**config.mk**
```make
export PLATFORM = sky130hd
export DESIGN_NAME = chain_ser_tx
export DESIGN_NICKNAME = d
export VERILOG_FILES = /design/src/rtl/chain_ser_pkg.sv /design/src/rtl/chain_ser_hold.sv /design/src/rtl/chain_ser_parity.sv /design/src/rtl/chain_ser_engine.sv /design/src/rtl/chain_ser_tx.sv
export SDC_FILE = /design/constraint.sdc
export NUM_CORES = 1
export LEC_CHECK = 0
export BUFFER_PORTS_ARGS = -buffer_cell sky130_fd_sc_hd__buf_2
export CAP_MARGIN = 20
export CORE_AREA = 2 2 76 78
export CTS_BUF_LIST = sky130_fd_sc_hd__clkbuf_8
export CTS_CLUSTER_SIZE = 10
export DETAILED_ROUTE_END_ITERATION = 6
export DIE_AREA = 0 0 78 80
export PLACE_DENSITY = 0.79
export SLEW_MARGIN = 10
export SYNTH_ARGS = -nofsm -noshare
export SYNTH_HDL_FRONTEND = slang
export SYNTH_SLANG_ARGS = --single-unit
```
**constraint.sdc**
```tcl
create_clock -name clk -period 3.1 [get_ports clk]
set_input_delay 0.31 -clock clk [delete_from_list [all_inputs] [get_ports clk]]
set_output_delay 0.31 -clock clk [all_outputs]
set_load 0.01 [all_outputs]
```
**src/rtl/chain_ser_pkg.sv**
```systemverilog
package chain_ser_pkg;
  localparam int WORD_W_DEF    = 32;
  localparam int SEG_W_DEF     = 16;
  localparam int LEN_W_DEF     = 4;
  localparam int IDLE_W_DEF    = 4;
  localparam int CHAIN_BIT_DEF = 29;
  localparam int MIN_LEN_DEF   = 7;

  typedef enum logic [2:0] {
    ST_IDLE,
    ST_SHIFT,
    ST_PAR,
    ST_GAP,
    ST_STALL
  } ser_state_e;
endpackage

```
**src/rtl/chain_ser_hold.sv**
```systemverilog
module chain_ser_hold #(
  parameter int W = 17
) (
  input  logic         clk,
  input  logic         rst_n,
  input  logic         in_valid,
  output logic         in_ready,
  input  logic [W-1:0] in_data,
  input  logic         pop,
  output logic         full,
  output logic [W-1:0] data
);
  assign in_ready = !full;

  always_ff @(posedge clk or negedge rst_n) begin
    if (!rst_n) begin
      full <= 1'b0;
      data <= '0;
    end else if (in_valid && !full) begin
      full <= 1'b1;
      data <= in_data;
    end else if (pop) begin
      full <= 1'b0;
    end
  end
endmodule

```
**src/rtl/chain_ser_parity.sv**
```systemverilog
module chain_ser_parity (
  input  logic clk,
  input  logic rst_n,
  input  logic clr,
  input  logic en,
  input  logic bit_in,
  input  logic odd,
  output logic par_out
);
  logic acc;

  always_ff @(posedge clk or negedge rst_n) begin
    if (!rst_n)   acc <= 1'b0;
    else if (clr) acc <= 1'b0;
    else if (en)  acc <= acc ^ bit_in;
  end

  assign par_out = acc ^ odd;
endmodule

```
**src/rtl/chain_ser_engine.sv**
```systemverilog
module chain_ser_engine
  import chain_ser_pkg::*;
#(
  parameter int SEG_W   = SEG_W_DEF,
  parameter int LEN_W   = LEN_W_DEF,
  parameter int IDLE_W  = IDLE_W_DEF,
  parameter int MIN_LEN = MIN_LEN_DEF
) (
  input  logic              clk,
  input  logic              rst_n,
  input  logic              hold_full,
  input  logic [SEG_W-1:0]  hold_pay,
  input  logic              hold_chain,
  output logic              pop,
  input  logic [LEN_W-1:0]  cfg_len,
  input  logic              cfg_lsb_first,
  input  logic              cfg_par_en,
  input  logic [IDLE_W-1:0] cfg_idle,
  input  logic              par_bit,
  output logic              acc_clr,
  output logic              acc_en,
  output logic              acc_bit,
  output logic              sclk,
  output logic              sdo,
  output logic              underrun,
  output logic              len_err
);
  localparam int CNT_W = $clog2(SEG_W + 1);
  localparam int GCW   = (CNT_W > IDLE_W) ? CNT_W : IDLE_W;

  ser_state_e       st;
  logic [SEG_W-1:0] shreg;
  logic [GCW-1:0]   nlen, cnt, cfg_n, w_n, lsb_pos, pos;
  logic             phase, chn;
  logic             w_bad, ld_req, start, drop, data_bit, cnt_zero, idle_zero;

  assign cnt_zero  = (cnt == '0);
  assign idle_zero = (cfg_idle == '0);
  assign cfg_n     = (cfg_len == '0) ? GCW'(SEG_W) : GCW'(cfg_len);
  assign w_n       = hold_chain ? GCW'(SEG_W) : cfg_n;
  assign w_bad     = !hold_chain && (cfg_len != '0) && (cfg_n < GCW'(MIN_LEN)) && !chn;

  always_comb begin
    case (st)
      ST_IDLE, ST_STALL: ld_req = 1'b1;
      ST_SHIFT: ld_req = phase && cnt_zero && (chn || (!cfg_par_en && idle_zero));
      ST_PAR:   ld_req = phase && idle_zero;
      ST_GAP:   ld_req = phase && cnt_zero;
      default:  ld_req = 1'b0;
    endcase
  end

  assign pop   = ld_req && hold_full;
  assign start = pop && !w_bad;
  assign drop  = pop && w_bad;

  assign lsb_pos  = nlen - cnt - GCW'(1);
  assign pos      = cfg_lsb_first ? lsb_pos : cnt;
  assign data_bit = |(shreg & (SEG_W'(1) << pos));

  assign sclk    = ((st == ST_SHIFT) || (st == ST_PAR)) && phase;
  assign sdo     = (st == ST_SHIFT) ? data_bit : ((st == ST_PAR) ? par_bit : 1'b0);
  assign acc_clr = start && !chn;
  assign acc_en  = (st == ST_SHIFT) && phase;
  assign acc_bit = data_bit;

  always_ff @(posedge clk or negedge rst_n) begin
    if (!rst_n) begin
      st       <= ST_IDLE;
      shreg    <= '0;
      nlen     <= '0;
      cnt      <= '0;
      phase    <= 1'b0;
      chn      <= 1'b0;
      underrun <= 1'b0;
      len_err  <= 1'b0;
    end else begin
      underrun <= ld_req && !hold_full && chn && (st == ST_SHIFT);
      len_err  <= drop;
      if (start) begin
        shreg <= hold_pay;
        nlen  <= w_n;
        cnt   <= w_n - GCW'(1);
        phase <= 1'b0;
        chn   <= hold_chain;
        st    <= ST_SHIFT;
      end else if (ld_req) begin
        phase <= 1'b0;
        st    <= (chn && ((st == ST_SHIFT) || (st == ST_STALL))) ? ST_STALL : ST_IDLE;
      end else begin
        case (st)
          ST_SHIFT: begin
            phase <= !phase;
            if (phase) begin
              if (!cnt_zero)       cnt <= cnt - GCW'(1);
              else if (cfg_par_en) st  <= ST_PAR;
              else begin
                st  <= ST_GAP;
                cnt <= GCW'(cfg_idle) - GCW'(1);
              end
            end
          end
          ST_PAR: begin
            phase <= !phase;
            if (phase) begin
              st  <= ST_GAP;
              cnt <= GCW'(cfg_idle) - GCW'(1);
            end
          end
          ST_GAP: begin
            phase <= !phase;
            if (phase) cnt <= cnt - GCW'(1);
          end
          default: ;
        endcase
      end
    end
  end
endmodule

```
**src/rtl/chain_ser_tx.sv**
```systemverilog
module chain_ser_tx
  import chain_ser_pkg::*;
#(
  parameter int WORD_W    = WORD_W_DEF,
  parameter int SEG_W     = SEG_W_DEF,
  parameter int LEN_W     = LEN_W_DEF,
  parameter int IDLE_W    = IDLE_W_DEF,
  parameter int CHAIN_BIT = CHAIN_BIT_DEF,
  parameter int MIN_LEN   = MIN_LEN_DEF
) (
  input  logic              clk,
  input  logic              rst_n,
  input  logic              s_valid,
  output logic              s_ready,
  input  logic [WORD_W-1:0] s_data,
  input  logic [LEN_W-1:0]  cfg_len,
  input  logic              cfg_lsb_first,
  input  logic              cfg_par_en,
  input  logic              cfg_par_odd,
  input  logic [IDLE_W-1:0] cfg_idle,
  output logic              sclk,
  output logic              sdo,
  output logic              underrun,
  output logic              len_err
);
  localparam int HW = SEG_W + 1;

  logic [HW-1:0] hold_data;
  logic          hold_full, pop, par_bit, acc_clr, acc_en, acc_bit;

  chain_ser_hold #(.W(HW)) u_hold (
    .clk      (clk),
    .rst_n    (rst_n),
    .in_valid (s_valid),
    .in_ready (s_ready),
    .in_data  ({s_data[CHAIN_BIT], s_data[SEG_W-1:0]}),
    .pop      (pop),
    .full     (hold_full),
    .data     (hold_data)
  );

  chain_ser_parity u_par (
    .clk     (clk),
    .rst_n   (rst_n),
    .clr     (acc_clr),
    .en      (acc_en),
    .bit_in  (acc_bit),
    .odd     (cfg_par_odd),
    .par_out (par_bit)
  );

  chain_ser_engine #(
    .SEG_W   (SEG_W),
    .LEN_W   (LEN_W),
    .IDLE_W  (IDLE_W),
    .MIN_LEN (MIN_LEN)
  ) u_eng (
    .clk           (clk),
    .rst_n         (rst_n),
    .hold_full     (hold_full),
    .hold_pay      (hold_data[SEG_W-1:0]),
    .hold_chain    (hold_data[SEG_W]),
    .pop           (pop),
    .cfg_len       (cfg_len),
    .cfg_lsb_first (cfg_lsb_first),
    .cfg_par_en    (cfg_par_en),
    .cfg_idle      (cfg_idle),
    .par_bit       (par_bit),
    .acc_clr       (acc_clr),
    .acc_en        (acc_en),
    .acc_bit       (acc_bit),
    .sclk          (sclk),
    .sdo           (sdo),
    .underrun      (underrun),
    .len_err       (len_err)
  );
endmodule

```
==> summary.txt <==
Setup violators final - 1
Clock Power Share - 0.148
Clock Path Buffers - 2
Fill cells - 439
Comb pwr share - 0.444
Number of flops mapped to enable cells by yosys - 0
Yosys top cell by area - dfrtp_1
Highest routed layer - met4
Final worst-path setup slack - -0.134 ns
Post-place setup slack - -0.0894 ns
Slew margin rel. - 0.533
Total Routed Length - 6230 µm
Power Internal - 1650 µW
RSZ-0062 raised after global routing - yes
Violated checks - negative setup slack
Post-route ant nets - 0
Crit path DAT - 2.92 ns
Starting Density - 0.556
Worst Path Buf+Inv - 4
Final Instance Count excl. Fillers - 399
Global-route wire length before repair - 10100 µm
Root Buffer - clkbuf_8
CP Capture Type - output pin
IO buf count - 35
Gr ovfl total - 0
Final nets - 382
# diodes - 0
Crit-path cells - inv_2, ha_4, inv_2, fa_2, nand2_2, buf_6, nand3_1, a21oi_2, o41ai_4, o41ai_4, nand4_1, a21oi_1, buf_2
Cell Area, Synth - 0.00301 mm²
Die area - 0.00624 mm²
Cells after Synth - 286
Area grow syn2layout - 15.8%
Layout Utilization - 0.645
CP delay by family, top - compound AO/OA/AOI/OAI gates
Final Hold Vio Count - 0
Setup Crit Path Kind - reg2out
Rows - 27
Die Width - 78 µm
Max-slew violations - 0
Crit path required time - 2.79 ns
Switching share of power - 0.372
Post-Route M1 WL - 2720 µm
Core ar. - 0.00541 mm²
Top cell type's share of synthesized area - 0.433
Worst-Margin Slew - 0.695 ns
Total power per unit cell area - 753 mW/mm²
CP Max Fanout - 6
Hold slack - 0.00960 ns
Max-Cap Viols - 0
Clock Latency Late Sink - 0.31 ns
Chip Height - 80 µm
Remaining DRCs - 0
Vias in the first global route - 2204
Placed cell count - 387
Syn Area/Cell - 10.5 µm²
Worst Hold Class - in2async
Min Tclk post-route - 3.23 ns
Synth Flop Type - dfrtp_1
Yosys warns - 0
Crit-path slowest cell - fa_2
Max Clock Skew - 0.0162 ns
DRT iter0 DRCs - 134
TritonCTS clock tree - done
Total GRT Usage - 0.207
CTS sink cnt - 52
Post-layout power - 2620 µW
Hpwl dp - 4230 µm
Status - complete, but fails checks
Largest cells by area after synthesis - dfrtp_1 43%, mux2_2 9.0%, mux2_4 5.5%
DR vias/cell - 5.67
Routed WL per cell - 15.6 µm
CP peak stage delay - 0.58 ns
Post-Syn Nets - 342
Routability cong. - 0.862
Via count - 2263
Highest clock rate - 309 MHz
Synth Register Bits - 52
Routed wl met3 - 267 µm
Num CTS Buffers - 5
Register area share after synthesis - 0.433
Async SR Flop Fraction - 1.00
Setup crit start kind - register
Register share of total power - 0.409
Max VDD drop - 0.377 mV
Pin count of the biggest net entering global routing - 37
Ports - 51
Met2 Routed Length - 3150 µm
Net Sw Power - 975 µW
Share of cells above drive strength 1 - 0.349
H-tree levels - 2
Fin crit share - 1.04
Antenna violations before repair - 0
Yosys cell types - 52
Pre-Repair DR Iteration Count - 4
P_leak - 0.00159 µW
Clock slew seen by the registers of the worst setup and hold paths - 0.10 ns
## routing by layer
metal  vias to the layer above  global-route usage
met2                        49               0.361
met4                         0              0.0754
met1                      1109               0.257
met3                         8              0.0407
met5                         -                   0
li1                       1097                   -
## layout by cell type (no fill, tap or decap), types with 2 or more instances in the layout
cell / instances
a21o_1: 2
mux2_4: 11
nor3b_1: 2
nand3_1: 12
nor3_1: 6
o21ai_0: 12
a21oi_2: 2
buf_4: 12
buf_2: 35
inv_2: 2
nand4b_1: 2
mux2_2: 24
dfrtp_1: 52
o21a_1: 2
nor2_1: 14
nand2_1: 16
nor4b_2: 2
a21oi_1: 17
o32a_1: 2
o41ai_4: 2
nor2b_1: 5
nor3_2: 2
and3_1: 2
xnor2_1: 3
o211ai_1: 4
o21ai_1: 4
inv_1: 11
clkbuf_8: 5
a211oi_1: 3
nand2_2: 2
nand2b_1: 8
mux2i_1: 5
ha_1: 8
xor2_1: 5
## through the flow
stage	TNS, ns	cell area [µm²]
detailed placement	-0.0894	3260
global route	-0.226	3480
floorplan	0	3010
CTS	-0.0684	3430
global placement	0	3260
finish	-0.134	3480
## power groups by stage
stage,sequential (µW),combinational (µW),clock (µW)
floorplan,1000,789,0
global placement,1070,968,0
detailed placement,1080,1010,0
CTS,1070,1080,396
global route,1100,1280,423
finish,1070,1160,387
## kinds of logic (layout without fill, tap and decap cells)
logic type                 count (synthesis)  after routing  synth area share
and+or+nand+nor                           87             87             0.163
adders and majority gates                 10             10            0.0441
muxes                                     41             41             0.165
DFF                                       52             52             0.433
buffers and inverters                     27             68            0.0416
xor gates and xnor gates                  10             10            0.0291
AOI/OAI and AO/OA                         59             59             0.125
## cells in the mapped netlist, types with 2 or more instances
master	count
dfrtp_1	52
mux2_2	24
a21oi_1	19
nand2_1	18
o21ai_0	15
nor2_1	14
inv_1	12
nand3_1	12
clkbuf_1	11
mux2_4	11
ha_1	9
nand2b_1	8
nor3_1	8
mux2i_1	6
xor2_1	6
nor2b_1	5
o211ai_1	4
xnor2_1	4
a211oi_1	3
buf_6	3
nor3b_1	3
a21o_1	2
and2_1	2
and3_1	2
nand4b_1	2
nor4b_2	2
o21a_1	2
o32a_1	2
o41ai_1	2
## final timing paths
kind,cells after the start,slack [ns],startpoint,to
worst max-delay path,13,-0.13,u_eng.cnt[0]$_DFFE_PN0P_,sdo
worst min-delay path,1,0.01,rst_n,u_eng.underrun$_DFF_PN0_
worst max register to register,13,0.30,u_eng.cnt[0]$_DFFE_PN0P_,u_par.acc$_DFFE_PN0P_
worst min register to register,1,0.50,u_hold.data[5]$_DFFE_PN0P_,u_eng.shreg[5]$_DFFE_PN0P_
max in group asynchronous,2,2.31,rst_n,u_hold.data[0]$_DFFE_PN0P_
min in group clk,2,0.22,s_data[15],u_hold.data[15]$_DFFE_PN0P_
## timing repair
action,CTS,global route
resized for setup,17,7
hold buffers,0,0
endpoints found under the setup margin,1,1
buffers inserted,2,3
pin swaps,9,7
## sequential cells by signal, summed over array words and instances (netlist names)
name and cells:
u_eng.chn 1, u_eng.cnt 5, u_eng.len_err 1, u_eng.nlen 5
u_eng.phase 1, u_eng.shreg 16, u_eng.st 3, u_eng.underrun 1
u_hold.data 17, u_hold.full 1, u_par.acc 1
## layout make-up
class / count / area [µm²] / area share
tap: 72 / 90.1 / 0.0259
clock inverter: 3 / 20.0 / 0.00575
inverter: 12 / 45.0 / 0.0129
clock buffer: 5 / 68.8 / 0.0197
timing repair buffer: 48 / 277 / 0.0794
sequential: 52 / 1300 / 0.373
multi-input combinational: 207 / 1680 / 0.483
No activity file was read; power rests on OpenSTA's default activity.
